## src/rtl/bsh_pkg.sv

```systemverilog
package bsh_pkg;

  parameter int unsigned ADDR_W = 32;
  parameter int unsigned DISP_W = 16;
  parameter int unsigned N_STG  = 4;

  localparam int unsigned INSN_BYTES = 4;
  localparam int unsigned WORD_SHIFT = 2;
  localparam int unsigned STG_IFID   = 0;
  localparam int unsigned STG_IDEX   = 1;
  localparam int unsigned STG_EXMEM  = 2;

  typedef struct packed {
    logic              vld;
    logic              br;
    logic              cmp2;
    logic [DISP_W-1:0] disp;
    logic [ADDR_W-1:0] pc;
  } stg_t;

  function automatic logic [ADDR_W-1:0] br_target(input logic [ADDR_W-1:0] pc,
                                                   input logic [DISP_W-1:0] disp);
    logic [ADDR_W-1:0] off;
    off = {{(ADDR_W-DISP_W){disp[DISP_W-1]}}, disp} << WORD_SHIFT;
    return pc + ADDR_W'(INSN_BYTES) + off;
  endfunction

endpackage

```

## src/rtl/bsh_resolve.sv

```systemverilog
module bsh_resolve #(
  parameter int unsigned OPW = 32
) (
  input  logic           cmp2,
  input  logic [OPW-1:0] opa,
  input  logic [OPW-1:0] opb,
  output logic           taken
);

  logic eq_pair;
  logic eq_zero;

  always_comb begin
    eq_pair = (opa == opb);
    eq_zero = (opa == '0);
    taken   = cmp2 ? eq_pair : eq_zero;
  end

endmodule

```

## src/rtl/bsh_hazard_unit.sv

```systemverilog
module bsh_hazard_unit #(
  parameter bit HAS_OPT = 1'b1
) (
  input  logic opt_nt,
  input  logic id_br,
  input  logic ex_br,
  input  logic mem_br,
  input  logic mem_taken,
  output logic pc_we,
  output logic pc_sel,
  output logic ifid_bubble
);

  logic early_ok;

  generate
    if (HAS_OPT) begin : g_opt
      assign early_ok = opt_nt;
    end else begin : g_noopt
      logic unused_opt;
      assign unused_opt = opt_nt;
      assign early_ok   = 1'b0;
    end
  endgenerate

  always_comb begin
    pc_we       = 1'b1;
    pc_sel      = 1'b0;
    ifid_bubble = 1'b0;
    if (mem_br) begin
      if (mem_taken) begin
        pc_we       = 1'b1;
        pc_sel      = 1'b1;
        ifid_bubble = 1'b1;
      end else if (early_ok) begin
        pc_we       = 1'b1;
        pc_sel      = 1'b0;
        ifid_bubble = 1'b0;
      end else begin
        pc_we       = 1'b0;
        ifid_bubble = 1'b1;
      end
    end else if (id_br || ex_br) begin
      pc_we       = 1'b0;
      ifid_bubble = 1'b1;
    end
  end

endmodule

```

## src/rtl/bsh_pc_reg.sv

```systemverilog
module bsh_pc_reg
  import bsh_pkg::*;
(
  input  logic              clk,
  input  logic              rst_n,
  input  logic              pc_we,
  input  logic              pc_sel,
  input  logic [ADDR_W-1:0] tgt,
  output logic [ADDR_W-1:0] pc_q
);

  logic [ADDR_W-1:0] pc_d;

  always_comb begin
    pc_d = pc_q;
    if (pc_we) begin
      pc_d = pc_sel ? tgt : (pc_q + ADDR_W'(INSN_BYTES));
    end
  end

  always_ff @(posedge clk or negedge rst_n) begin
    if (!rst_n) begin
      pc_q <= '0;
    end else begin
      pc_q <= pc_d;
    end
  end

endmodule

```

## src/rtl/bsh_pipe.sv

```systemverilog
module bsh_pipe
  import bsh_pkg::*;
(
  input  logic clk,
  input  logic rst_n,
  input  stg_t id_d,
  input  logic ex_taken,
  output stg_t stg_q [N_STG],
  output logic mem_taken
);

  stg_t stg_d [N_STG];
  logic tk_d;
  logic adv_en;

  assign adv_en = 1'b1;

  always_comb begin
    stg_d[0] = id_d;
    tk_d     = ex_taken && stg_q[STG_IDEX].vld && stg_q[STG_IDEX].br;
  end

  generate
    for (genvar k = 1; k < N_STG; k++) begin : g_shift
      always_comb begin
        stg_d[k] = stg_q[k-1];
      end
    end
  endgenerate

  always_ff @(posedge clk or negedge rst_n) begin
    if (!rst_n) begin
      for (int k = 0; k < N_STG; k++) begin
        stg_q[k] <= '0;
      end
      mem_taken <= 1'b0;
    end else if (adv_en) begin
      for (int k = 0; k < N_STG; k++) begin
        stg_q[k] <= stg_d[k];
      end
      mem_taken <= tk_d;
    end
  end

endmodule

```

## src/rtl/bsh_top.sv

```systemverilog
module bsh_top
  import bsh_pkg::*;
#(
  parameter int unsigned OPW     = 32,
  parameter bit          HAS_OPT = 1'b1
) (
  input  logic                    clk,
  input  logic                    rst_n,
  input  logic                    opt_nt,
  input  logic                    if_br,
  input  logic                    if_cmp2,
  input  logic [DISP_W-1:0]       if_disp,
  input  logic [OPW-1:0]          ex_opa,
  input  logic [OPW-1:0]          ex_opb,
  output logic [ADDR_W-1:0]       pc_q,
  output logic                    pc_we,
  output logic                    pc_sel,
  output logic                    ifid_bubble,
  output logic [N_STG-1:0]        stg_vld,
  output logic [N_STG-1:0]        stg_br,
  output logic [N_STG*ADDR_W-1:0] stg_pc
);

  stg_t              stg [N_STG];
  stg_t              id_d;
  logic              ex_tk;
  logic              mem_tk;
  logic              ex_cmp2;
  logic              id_br;
  logic              ex_br;
  logic              mem_br;
  logic [ADDR_W-1:0] mem_tgt;

  always_comb begin
    id_d = '0;
    if (!ifid_bubble) begin
      id_d.vld  = 1'b1;
      id_d.br   = if_br;
      id_d.cmp2 = if_cmp2;
      id_d.disp = if_disp;
      id_d.pc   = pc_q;
    end
  end

  always_comb begin
    id_br   = stg[STG_IFID].vld  && stg[STG_IFID].br;
    ex_br   = stg[STG_IDEX].vld  && stg[STG_IDEX].br;
    mem_br  = stg[STG_EXMEM].vld && stg[STG_EXMEM].br;
    ex_cmp2 = stg[STG_IDEX].cmp2;
    mem_tgt = br_target(stg[STG_EXMEM].pc, stg[STG_EXMEM].disp);
  end

  bsh_resolve #(.OPW(OPW)) u_resolve (
    .cmp2  (ex_cmp2),
    .opa   (ex_opa),
    .opb   (ex_opb),
    .taken (ex_tk)
  );

  bsh_hazard_unit #(.HAS_OPT(HAS_OPT)) u_hazard (
    .opt_nt      (opt_nt),
    .id_br       (id_br),
    .ex_br       (ex_br),
    .mem_br      (mem_br),
    .mem_taken   (mem_tk),
    .pc_we       (pc_we),
    .pc_sel      (pc_sel),
    .ifid_bubble (ifid_bubble)
  );

  bsh_pc_reg u_pc (
    .clk    (clk),
    .rst_n  (rst_n),
    .pc_we  (pc_we),
    .pc_sel (pc_sel),
    .tgt    (mem_tgt),
    .pc_q   (pc_q)
  );

  bsh_pipe u_pipe (
    .clk       (clk),
    .rst_n     (rst_n),
    .id_d      (id_d),
    .ex_taken  (ex_tk),
    .stg_q     (stg),
    .mem_taken (mem_tk)
  );

  always_comb begin
    for (int k = 0; k < N_STG; k++) begin
      stg_vld[k]                 = stg[k].vld;
      stg_br[k]                  = stg[k].br;
      stg_pc[k*ADDR_W +: ADDR_W] = stg[k].pc;
    end
  end

endmodule

```

## config.mk

```make
export PLATFORM = sky130hd
export DESIGN_NAME = bsh_top
export DESIGN_NICKNAME = d
export VERILOG_FILES = /design/src/rtl/bsh_pkg.sv /design/src/rtl/bsh_resolve.sv /design/src/rtl/bsh_hazard_unit.sv /design/src/rtl/bsh_pc_reg.sv /design/src/rtl/bsh_pipe.sv /design/src/rtl/bsh_top.sv
export SDC_FILE = /design/constraint.sdc
export NUM_CORES = 1
export LEC_CHECK = 0
export ABC_AREA = 1
export BUFFER_PORTS_ARGS = -buffer_cell sky130_fd_sc_hd__buf_2
export CAP_MARGIN = 20
export CORE_ASPECT_RATIO = 0.75
export CORE_MARGIN = 4
export CORE_UTILIZATION = 40
export CTS_CLUSTER_SIZE = 12
export DETAILED_ROUTE_END_ITERATION = 10
export GPL_TIMING_DRIVEN = 1
export PLACE_DENSITY = 0.65
export SETUP_SLACK_MARGIN = 0.2
export SLEW_MARGIN = 0
export SYNTH_ARGS = -nofsm -noshare
export SYNTH_HDL_FRONTEND = slang
export SYNTH_SLANG_ARGS = --single-unit
```

## constraint.sdc

```tcl
create_clock -name clk -period 4.4 [get_ports clk]
set_input_delay 0 -clock clk [delete_from_list [all_inputs] [get_ports clk]]
set_output_delay 0 -clock clk [all_outputs]
set_load 0.02 [all_outputs]
```

# Word level (Yosys, flattened, before mapping)
# Cells that the tools add are included.
[classes]
addsub = 3
muxes = 13
reduce_logical = 7
eq_ne = 1
[op_table]
columns = ["cell", "count"]
rows = [
  ["$add A32 B3 Y32 const B", 2],
  ["$mux W51", 1],
  ["$add A32 B32 Y32", 1],
  ["$eq A32 B32 Y1", 1],
  ["$logic_not A32 Y1", 1],
  ["$mux W32", 1],
  ["$mux W1", 11],
  ["$logic_and A1 B1 Y1", 5],
  ["$logic_or A1 B1 Y1", 1],
]
[word_totals]
ff_bits = 219
out_inout_bits = 171
elab_cells = 43

# Longest topological paths before layout
# Gate-level depths: netlist of run 1.
[depth]
depth_word = 5
depth_mapped = 16

# Modules after synthesis
# From an unflattened synthesis of run 1, not the netlist that was laid out.
[hier_totals]
cells_unflattened = 1328
hier_area_um2 = 11179.5
[modules_own_cells]
columns = ["module", "area_each_um2", "instances", "cells_each"]
rows = [
  ["bsh_pipe", 5143.7, 1, 208],
  ["bsh_top", 2972.9, 1, 588],
  ["bsh_pc_reg", 2334.7, 1, 366],
  ["bsh_resolve", 676.9, 1, 154],
  ["bsh_hazard_unit", 51.3, 1, 12],
]

# Worst setup path after synthesis of run 1
# OpenSTA, ideal clock, no wires.
[synth_path]
kind = "register to register"
from = "register u_pipe.stg_q[54] in the netlist's numbering"
to = "register u_pc.pc_q[17]"
path_buffers = 0
arrival_time_ns = 2.085
setup_time_ns = 0.121
path_stages_with_launch = 13
setup_slack_ns = 2.194
cell_sequence = "dfrtp_1 -> ha_1 -> ha_1 -> fa_1 -> nand3_1 -> nand3_1 -> nand2_1 -> nand2_1 -> nand2_1 -> nand2_1 -> xor2_1 -> o21bai_1 -> nand2_1"
[synth_between]
elab_chain_cells = 3
[synth_rtl]
columns = ["element", "line_no", "text"]
rows = [
  ["start, declared", "bsh_pipe.sv:8", "output stg_t stg_q [N_STG],"],
  ["start signal, assigned by index", "bsh_pipe.sv:39", "stg_q[k] <= stg_d[k];"],
  ["$add A32 B3 Y32", "bsh_pkg.sv:25", "return pc + ADDR_W'(INSN_BYTES) + off;"],
  ["$add A32 B32 Y32", "bsh_pkg.sv:25", ""],
  ["$mux W32", "bsh_pc_reg.sv:17", "pc_d = pc_sel ? tgt : (pc_q + ADDR_W'(INSN_BYTES));"],
  ["end signal, assigned", "bsh_pc_reg.sv:25", "pc_q <= pc_d;"],
  ["end, declared", "bsh_pc_reg.sv:9", "output logic [ADDR_W-1:0] pc_q"],
]
# Every way passes these cells.
# A chain may end at the register's enable or synchronous reset.

# Worst setup path after layout of run 1
[layout_path]
from = "register u_pipe.stg_q[54] in the netlist's numbering"
to = "register u_pc.pc_q[23]"
# The elaborated chain is that of the path after synthesis.

==> results of run 1 <==
## worst min path at each step
stage	to	cells past startpoint
2_1_floorplan	u_pc.pc_q[0]	0
3_3_place_gp	u_pipe.stg_q[184]	1
3_5_place_dp	u_pipe.stg_q[31]	1
4_1_cts	u_pipe.stg_q[31]	2
5_1_grt	u_pipe.stg_q[31]	2
6_report	u_pipe.stg_q[184]	2
## logic make-up (layout without fill, tap and decap cells)
family / Yosys count / after routing
AND/OR/NAND/NOR: 552 / 552
buffers and inverters: 327 / 491
flip-flops: 219 / 219
AO/OA/AOI/OAI: 109 / 109
adder cells (fa/ha/maj): 59 / 59
XOR/XNOR: 36 / 36
## registers in the layout (all words and copies together), names as in the netlist
register,cells
u_pc.pc_q,32
u_pipe.stg_q,186
u_pipe.mem_taken,1
## routing by layer
layer,GRT usage,vias to the layer above,wire [um]
met5,0,-,0
met4,0.0358,0,592
met3,0.0479,39,2510
met2,0.279,329,12700
met1,0.322,4207,16000
li1,-,4268,-
## critical path, stage by stage (launching register included)
cell and delay (ns):
dfrtp_1 0.41, ha_1 0.32, ha_1 0.31, fa_1 0.50, nand3_1 0.12, nand3_1 0.17
nand3_1 0.12, nand3_1 0.16, nand2_1 0.14, a21o_1 0.12, nand3_1 0.17, nand2_1 0.11
nand2_1 0.05
## synth_stat cells (all sizes together)
| library cell | count |
|---|---|
| clkinv | 2 |
| nand3 | 69 |
| fa | 1 |
| o22ai | 5 |
| a21o | 2 |
| o21bai | 6 |
| a22o | 3 |
| nand3b | 2 |
| nand4 | 9 |
| inv | 172 |
| a22oi | 2 |
| ha | 58 |
| xor2 | 20 |
| clkbuf | 11 |
| dfrtp | 219 |
| xnor2 | 16 |
| nor2 | 144 |
| a31oi | 8 |
| nand2 | 291 |
| o21ai | 35 |
| buf | 142 |
| nor3 | 24 |
| nor4 | 9 |
| a21oi | 47 |
| a31o | 1 |
| or2 | 4 |
## final cells by class
cell class	instances	area share
clock inverters	4	0.00399
well taps	351	0.0342
multi-input cells	756	0.313
flip-flops and latches	219	0.426
repair buffers	284	0.123
clock buffers	29	0.0489
inverters	174	0.0508
## power by group through the flow
stage	Combinational [uW]	Clock, uW	Sequential, uW
after floorplan	3230	0	3060
after global placement	4070	0	3130
after detailed placement	4070	0	3140
after CTS	4110	1870	3120
after global routing	4560	1950	3200
final	4130	1820	3100
## per-stage QoR
stage,power [uW],util
3_3_place_gp,7200,0.437
5_1_grt,9710,0.470
3_5_place_dp,7210,0.437
6_report,9060,0.470
4_1_cts,9090,0.470
2_1_floorplan,6290,-
==> impl_results.md, run 1 <==
- Critical path peak fanout: 4
- DRT Pass-1 Iters: 5
- Mux share of post-synthesis cell area: 0
- Boundary pin count: 256
- Register area share after synthesis: 0.487
- Clock network fraction of total power: 0.201
- RSZ-0062 raised after global routing: no
- Reg2reg start: u_pipe.stg_q[54]
- Pwr Density: 705 mW/mm^2
- Tot GR Track Use: 0.202
- Vias in the first global route: 8488
- Cells after Synth: 1302
- Initial antenna violation count: 1
- WL/cell: 17.5 um
- Design Area, Final: 0.0128 mm^2
- Multi-input logic area: 0.00402 mm^2
- Mapped Avg Cell Area: 8.65 um^2
- Routability cong.: 0.929
- Internal power: 4980 uW
- DP Worst Slack: 1.64 ns
- Period Utilization, post-route: 0.637
- Startpoint Class: register
- DP Area: 0.0119 mm^2
- Seq cells post-synth: 219
- Synth warn: 0
- Main area contributors after synthesis: dfrtp_1 49%, nand2_1 9.6%, buf_4 9.1%
- Slew headroom: 0.461
- Final setup TNS: 0 ns
- Fin. max-slew vios: 0
- Clock root buffer: clkbuf_16
- Net switching power: 4080 uW
- Post-CTS setup buffer count: 0
- Net count after synthesis: 1446
- Most frequent cells in the layout: 287 x nand2_1, 254 x buf_2, 219 x dfrtp_1
- Clk buf depth: 3
- Register area: 0.00548 mm^2
- Synth Area in Compound Gates: 0.0538
- Setup Skew: 0.0241 ns
- Worst hold slack: 0.0938 ns
- Peak Freq: 357 MHz
- P&R area growth vs syn: 14.1%
- Worst EP required: 4.81 ns
- CTS Hold Buffers Added: 24
- PnR worst setup slack: 1.60 ns
- Largest net degree at the start of global routing: 115
- Reg2Reg Setup Slack: 1.60 ns
- CTS tree: done
- Clk pin slew, worst setup/hold paths: 0.06 ns
- HPWL Detailed: 24700 um
- Vias per cell: 4.87
- Clock latency on the worst-skew pair: 0.52 ns
- Port bufs: 255
- Tmin final: 2.80 ns
- Leakage power: 0.00705 uW
- Number of clock sinks: 219
- Drt total wl: 31800 um
- Die W: 202 um
- Remaining DRCs: 0
- Sw frac: 0.451
- Site Rows: 52
- Logic depth of the worst register-to-register path: 12
- Post-CTS sizing: 0
- Comb pwr share: 0.456
- Die Y: 153 um
- CP Data Arrival Time: 3.21 ns
- Commonest non-fill, non-tap cell in the layout: nand2_1
- Post-Syn Area: 0.0113 mm^2
- Cell variety after synth: 39
- Nets: 1602
- Top cell type by total area after synthesis: dfrtp_1
- Fraction of layout cells with a size suffix above 1: 0.214
- # setup viols final: 0
- Post-synthesis adder-cell area fraction: 0.0662
- Die area: 0.0309 mm^2
- Layout fillers: 2653
- Actual slew at the worst max-slew pin: 0.808 ns
- Nature of the critical path endpoint: register
- Core footprint: 0.0273 mm^2
- Top cell type's share of synthesized area: 0.487
- Worst reg2reg path endpoint: u_pc.pc_q[23]
- Worst Setup EP: u_pc.pc_q[23]
- Final Hold Vio Count: 0
- Placed Cells: 1760
- VDD IR-drop max: 0.407 mV
- Largest family of logic cells by synthesized area: simple AND/OR/NAND/NOR gates
- First-pass GRT wire length: 49300 um
- Post-Synth Simple-Gate Area: 0.209
- Critical path class: reg -> reg
- Status: finished, final reports clean
- Seq pwr share: 0.343
- Xor/xnor share of the synthesized area: 0.0280
- Max-cap violations: 0
- Initial Util: 0.412
- H-tree levels: 1
- Worst Hold Class: in -> async
- Starting DRT DRC Count: 882
- Setup crit start: u_pipe.stg_q[54]
- GR Overflow Total: 0
- Non-Filler Instances: 1817
- Total vias in the final route: 8843
- Final ANT Viol Nets: 0
- Total CTS buffers: 23
- Diode count: 0
No activity file was read; power rests on OpenSTA's default activity.
==> run 2, diff against run 1 <==
--- a/config.mk
+++ b/config.mk
@@ -14,7 +14,7 @@
 export CTS_CLUSTER_SIZE = 12
 export DETAILED_ROUTE_END_ITERATION = 10
 export GPL_TIMING_DRIVEN = 1
-export PLACE_DENSITY = 0.65
+export PLACE_DENSITY = 0.67
 export SETUP_SLACK_MARGIN = 0.2
 export SLEW_MARGIN = 0
 export SYNTH_ARGS = -nofsm -noshare
==> constraint.sdc (replaced) <==
create_clock -name clk -period 2.3 [get_ports clk]
set_input_delay 0 -clock clk [delete_from_list [all_inputs] [get_ports clk]]
set_output_delay 0 -clock clk [all_outputs]
set_load 0.02 [all_outputs]
==> impl_results.md, run 2 (synthesis results as in run 1) <==
- Clk buf depth: 3 (unchanged)
- DRT Pass-1 Iters: 5 (unchanged)
- CP Buf/Inv Count: 1 (+1)
- Period Utilization, post-route: 0.972 (+0.335)
- Port bufs: 255 (unchanged)
- Boundary pin count: 256 (unchanged)
- Reg2reg start: u_pipe.stg_q[98]
- Reg2Reg Setup Slack: 0.06 ns (-1.53 ns)
- Status: finished, final reports clean
- Vias in the first global route: 9400 (+11%)
- Initial antenna violation count: 0 (-1)
- GR Overflow Total: 0 (unchanged)
- Non-Filler Instances: 1899 (+4.5%)
- Fraction of layout cells with a size suffix above 1: 0.387 (+0.173)
- Max-cap violations: 0 (unchanged)
- DP Area: 0.0124 mm^2 (+3.7%)
- Critical path peak fanout: 6 (+2)
- Tmin final: 2.24 ns (-0.566 ns)
- Routability cong.: 0.951 (+2.3%)
- Worst hold slack: 0.00533 ns (-0.0885 ns)
- DP Worst Slack: -0.160 ns (-1.80 ns)
- Slew headroom: 0.586 (+0.124)
- Reg with most FFs: u_pipe.stg_q
- CP Data Arrival Time: 2.65 ns (-0.56 ns)
- P&R area growth vs syn: 33.4%
- Worst EP required: 2.71 ns (-2.10 ns)
- Die area: 0.0309 mm^2 (unchanged)
- Diode count: 0 (unchanged)
- WL/cell: 17.7 um (+1.5%)
- Leakage power: 0.00762 uW (+8.0%)
- Remaining DRCs: 0 (unchanged)
- Most frequent cells in the layout: 254 x buf_2, 230 x nand2_1, 213 x dfrtp_1
- Fin. max-slew vios: 0 (unchanged)
- Setup crit start: u_pipe.stg_q[98]
- Core footprint: 0.0273 mm^2 (unchanged)
- Commonest non-fill, non-tap cell in the layout: buf_2
- Nets: 1681 (+4.9%)
- Final ANT Viol Nets: 0 (unchanged)
- Most used cell, CP: nand2_1
- Number of clock sinks: 219 (unchanged)
- Slowest cell on crit path: dfrtp_2
- H-tree levels: 1 (unchanged)
- Tot GR Track Use: 0.212 (+0.0107)
- # setup viols final: 0 (unchanged)
- PnR worst setup slack: 0.0643 ns (-1.53 ns)
- Largest register FFs: 186 (unchanged)
- Initial Util: 0.412 (unchanged)
- Nature of the critical path endpoint: register
- Starting DRT DRC Count: 627 (-29%)
- Startpoint Class: register
- Worst Hold Class: in -> async
- Largest delay share family, worst path: simple AND/OR/NAND/NOR gates
- Total vias in the final route: 9254 (+4.6%)
- Site Rows: 52 (unchanged)
- Largest net degree at the start of global routing: 73 (-37%)
- Cell Chain, Critical Path: buf_12 > ha_4 > ha_4 > a21oi_4 > nor2_1 > nor2_2 > nand2_2 > a21oi_4 > nand2_1 > nand2_1 > nand3_2 > nand2_1 > nand2_1
- Placed Cells: 1812 (+3.0%)
- VDD IR-drop max: 0.822 mV (+100%)
- Setup Skew: 0.0143 ns (-0.00980 ns)
- Actual slew at the worst max-slew pin: 0.616 ns (-0.192 ns)
- Peak Freq: 447 MHz (+25%)
- Final setup TNS: 0 ns (unchanged)
- Final Hold Vio Count: 0 (unchanged)
- Design Area, Final: 0.0150 mm^2 (+17%)
- Die Y: 153 um (unchanged)
- Worst path max stage delay: 0.44 ns (-0.06 ns)
- Critical path class: reg -> reg
- Layout fillers: 2416 (-8.9%)
- Pwr Density: 1470 mW/mm^2 (+110%)
- Clock latency on the worst-skew pair: 0.52 ns (about the same)
- Clk pin slew, worst setup/hold paths: 0.06 ns (about the same)
- Drt total wl: 33700 um (+6.1%)
- Vias per cell: 4.87 (+0.13%)
- First-pass GRT wire length: 52500 um (+6.5%)
- CTS tree: done
- RSZ-0062 raised after global routing: yes
- HPWL Detailed: 24700 um (+0.32%)
- Clock root buffer: clkbuf_16
- Largest registers: u_pipe.stg_q (186), u_pc.pc_q (32), u_pipe.mem_taken (1)
- Total CTS buffers: 24 (+4.3%)
- Die W: 202 um (unchanged)
[run 2: changes by cell type in the layout (fill, tap and decap cells not counted), sizes merged]
cell         change
buf             +67
bufinv           +2
dlygate4sd3     +11
clkbuf           +1
clkinv           +1
[run 2: through the flow]
step,util,power (uW)
final,0.549,22000
after global routing,0.549,23400
after CTS,0.533,20800
after floorplan,-,12000
after global placement,0.453,14600
after detailed placement,0.453,14700
[run 2: layout make-up]
class,count,area [um^2],area share
inverter,174,656,0.0437
sequential,219,5490,0.366
clock buffer,30,664,0.0443
multi-input combinational,756,5390,0.359
timing repair buffer,362,2270,0.151
clock inverter,7,113,0.00750
tap,351,439,0.0293
[run 2: report_power, final]
group	internal [uW]	leakage, uW	switching [uW]
clock network	2350	0.000380	1480
registers	5170	0.00270	872
logic	4940	0.00454	7180
[run 2: repair_timing]
item,in CTS,in global routing
endpoints found under the hold margin,239,0
pin swaps,36,54
hold buffers,36,0
resized for setup,145,114
setup endpoints to repair,26,27
setup buffers,10,5
cloned,0,0
[run 2: worst register-to-register path: stages, from the launching register on]
cell and delay (ns):
dfrtp_2 0.44, buf_12 0.16, ha_4 0.27, ha_4 0.22, a21oi_4 0.17, nor2_1 0.07, nor2_2 0.14, nand2_2 0.12
a21oi_4 0.20, nand2_1 0.07, nand2_1 0.07, nand3_2 0.08, nand2_1 0.08, nand2_1 0.05
[run 2: per-layer routing]
metal	global-route usage	routed length (um)
met1	0.322	15800
met2	0.311	14200
met3	0.0504	2910
met4	0.0446	756
met5	0	0
[run 2: worst paths after layout]
check                      depth (start not counted)                end
max                                               13      u_pc.pc_q[29]
min                                                2  u_pipe.stg_q[184]
max reg2reg                                       13      u_pc.pc_q[29]
min reg2reg                                        0   u_pipe.stg_q[92]
max in group asynchronous                          3   u_pipe.stg_q[65]
min in group clk                                   8   u_pipe.mem_taken
==> run 3, diff against run 2 <==
--- a/config.mk
+++ b/config.mk
@@ -14,6 +14,7 @@
 export CTS_CLUSTER_SIZE = 12
 export DETAILED_ROUTE_END_ITERATION = 10
 export GPL_TIMING_DRIVEN = 1
+export HOLD_SLACK_MARGIN = 0.03
 export PLACE_DENSITY = 0.67
 export SETUP_SLACK_MARGIN = 0.2
 export SLEW_MARGIN = 0
==> constraint.sdc (replaced) <==
create_clock -name clk -period 1.9 [get_ports clk]
set_input_delay 0 -clock clk [delete_from_list [all_inputs] [get_ports clk]]
set_output_delay 0 -clock clk [all_outputs]
set_load 0.02 [all_outputs]
==> impl_results.md, run 3 (synthesis results as in run 1) <==
- Status: finished with violations
- Failing checks: negative setup slack
- Nets: 1776 (+5.7%)
- Number of clock sinks: 219 (unchanged)
- Remaining DRCs: 0 (unchanged)
- Initial antenna violation count: 1 (+1)
- Fin. max-slew vios: 0 (unchanged)
- Clock network fraction of total power: 0.150 (-0.024)
- Layout Utilization: 0.590 (+0.0409)
- Initial Util: 0.412 (unchanged)
- Clock latency on the worst-skew pair: 0.52 ns (about the same)
- Fraction of layout cells with a size suffix above 1: 0.420 (+0.0333)
- Actual slew at the worst max-slew pin: 0.455 ns (-0.161 ns)
- Drt total wl: 35300 um (+4.6%)
- DP Worst Slack: -0.474 ns (-0.314 ns)
- Nature of the critical path endpoint: register
- WL/cell: 17.7 um (-0.31%)
- Startpoint Class: register
- Boundary pin count: 256 (unchanged)
- HP Start: ex_opb[4]
- HPWL Detailed: 25500 um (+3.0%)
- # setup viols final: 27 (+27)
- Reg with most FFs: u_pipe.stg_q
- H-tree levels: 1 (unchanged)
- Largest register FFs: 186 (unchanged)
- Total vias in the final route: 9635 (+4.1%)
- Die W: 202 um (unchanged)
- Commonest non-fill, non-tap cell in the layout: buf_2
- P&R area growth vs syn: 43.3%
- Reg2reg start: u_pipe.stg_q[98]
- Site Rows: 52 (unchanged)
- Worst EP required: 2.31 ns (-0.40 ns)
- Clock root buffer: clkbuf_16
- Die Y: 153 um (unchanged)
- DRT Pass-1 Iters: 5 (unchanged)
- Starting DRT DRC Count: 766 (+22%)
- Sw frac: 0.435 (+0.00136)
- Routability cong.: 0.946 (-0.49%)
- Final setup TNS: -5.99 ns (-5.99 ns)
- DP Area: 0.0132 mm^2 (+7.0%)
- Max-cap violations: 0 (unchanged)
- VDD IR-drop max: 1.00 mV (+22%)
- Design Area, Final: 0.0161 mm^2 (+7.5%)
- Hold EP: u_pipe.mem_taken
- Internal power: 16200 uW (+30%)
- Worst reg2reg path endpoint: u_pc.pc_q[29]
- Clk buf depth: 3 (unchanged)
- Core footprint: 0.0273 mm^2 (unchanged)
- Critical path class: reg -> reg
- Critical path peak fanout: 7 (+1)
- Most frequent cells in the layout: 253 x buf_2, 216 x nand2_1, 215 x dfrtp_1
- Vias per cell: 4.83 (-0.79%)
- CP Data Arrival Time: 2.66 ns (about the same)
- Net switching power: 12500 uW (+31%)
- Seq pwr share: 0.254 (-0.020)
- Comb pwr share: 0.597 (+0.046)
- Diode count: 0 (unchanged)
- Peak Freq: 445 MHz (-0.42%)
- Largest registers: u_pipe.stg_q (186), u_pc.pc_q (32), u_pipe.mem_taken (1)
- RSZ-0062 raised after global routing: yes
- Logic depth of the worst register-to-register path: 15 (+2)
- Period Utilization, post-route: 1.18 (+0.210)
- Total CTS buffers: 23 (-4.2%)
- Largest net degree at the start of global routing: 61 (-16%)
- First-pass GRT wire length: 54300 um (+3.4%)
- Worst Hold Class: in -> reg
- PnR worst setup slack: -0.345 ns (-0.409 ns)
- GR Overflow Total: 0 (unchanged)
- Port bufs: 255 (unchanged)
- Tot GR Track Use: 0.220 (+0.00712)
- Pwr Density: 1780 mW/mm^2 (+21%)
- Die area: 0.0309 mm^2 (unchanged)
- Worst hold path depth: 8
- Tmin final: 2.25 ns (+0.00938 ns)
- Layout fillers: 2291 (-5.2%)
- CTS tree: done
- Final Hold Vio Count: 0 (unchanged)
- Clk pin slew, worst setup/hold paths: 0.06 ns (about the same)
- Final ANT Viol Nets: 0 (unchanged)
- Reg2Reg Setup Slack: -0.35 ns (-0.41 ns)
- Setup Skew: 0.0173 ns (+0.00302 ns)
- Slew headroom: 0.694 (+0.108)
- Vias in the first global route: 9740 (+3.6%)
- Leakage power: 0.00822 uW (+7.8%)
run 3: cell types whose count changed in the layout (fill, tap and decap cells not counted), sizes merged:
cell,delta
clkbuf,+3
bufbuf,+1
clkinvlp,-1
dlygate4sd3,+36
clkinv,-1
buf,+58
bufinv,-1
inv,-1
run 3: cell type report:
type / instances / area (um^2) / share of cell area
Clock buffer: 32 / 629 / 0.0390
Timing Repair Buffer: 458 / 3170 / 0.197
Clock inverter: 3 / 65.1 / 0.00403
Inverter: 174 / 666 / 0.0413
Sequential cell: 219 / 5490 / 0.340
Multi-Input combinational cell: 756 / 5670 / 0.352
Tap cell: 351 / 439 / 0.0272
run 3: repair_timing:
| action | in CTS | in global routing |
|---|---|---|
| gates resized for setup | 180 | 106 |
| cloned | 1 | 1 |
| hold endpoints to repair | 240 | 0 |
| buffers inserted | 18 | 13 |
| setup endpoints to repair | 31 | 32 |
| hold buffers | 71 | 0 |
| pin swaps | 77 | 68 |
run 3: worst max path at each step:
| stage | startpoint | slack (ns) | to | cells after the start |
|---|---|---|---|---|
| after floorplan | u_pipe.stg_q[54] | -0.14 | u_pc.pc_q[17] | 12 |
| after global routing | u_pipe.stg_q[98] | -0.45 | u_pc.pc_q[29] | 15 |
| after CTS | u_pipe.stg_q[54] | -0.36 | u_pc.pc_q[15] | 11 |
| final | u_pipe.stg_q[98] | -0.35 | u_pc.pc_q[29] | 15 |
| after detailed placement | u_pipe.stg_q[98] | -0.47 | u_pc.pc_q[24] | 12 |
| after global placement | u_pipe.stg_q[98] | -0.40 | u_pc.pc_q[27] | 11 |
run 3: routing by layer:
layer	global-route usage	vias up	wire length, um
met2	0.326	366	15100
met4	0.0403	2	776
met3	0.0669	65	3240
met5	0	-	13
li1	-	4603	-
met1	0.321	4599	16100
run 3: through the flow:
step	hold slack [ns]	power [uW]	instances
after global routing	0.115	30400	1993
after detailed placement	-0.0439	20100	1854
after floorplan	-0.296	16000	1302
final	0.0651	28700	1993
after global placement	-0.0428	20000	1854
after CTS	0.0347	27200	1979
run 3: critical path, stage by stage, from the launching register on:
cell     delay, ns
dfrtp_4       0.50
buf_12        0.16
buf_6         0.12
ha_4          0.15
ha_4          0.23
buf_6         0.12
a21oi_4       0.16
nor2_2        0.05
nor2_1        0.10
nand2_1       0.08
a21oi_2       0.12
nand2_1       0.07
nand2_1       0.07
nand3_2       0.09
nand2_1       0.07
nand2_1       0.04
run 3: power by group through the flow:
stage               Sequential [uW]  Clock (uW)  Combinational (uW)
finish                         7270        4290               17100
global route                   7470        4630               18300
CTS                            7260        4410               15600
detailed placement             7340           0               12800
global placement               7300           0               12700
floorplan                      7240           0                8740
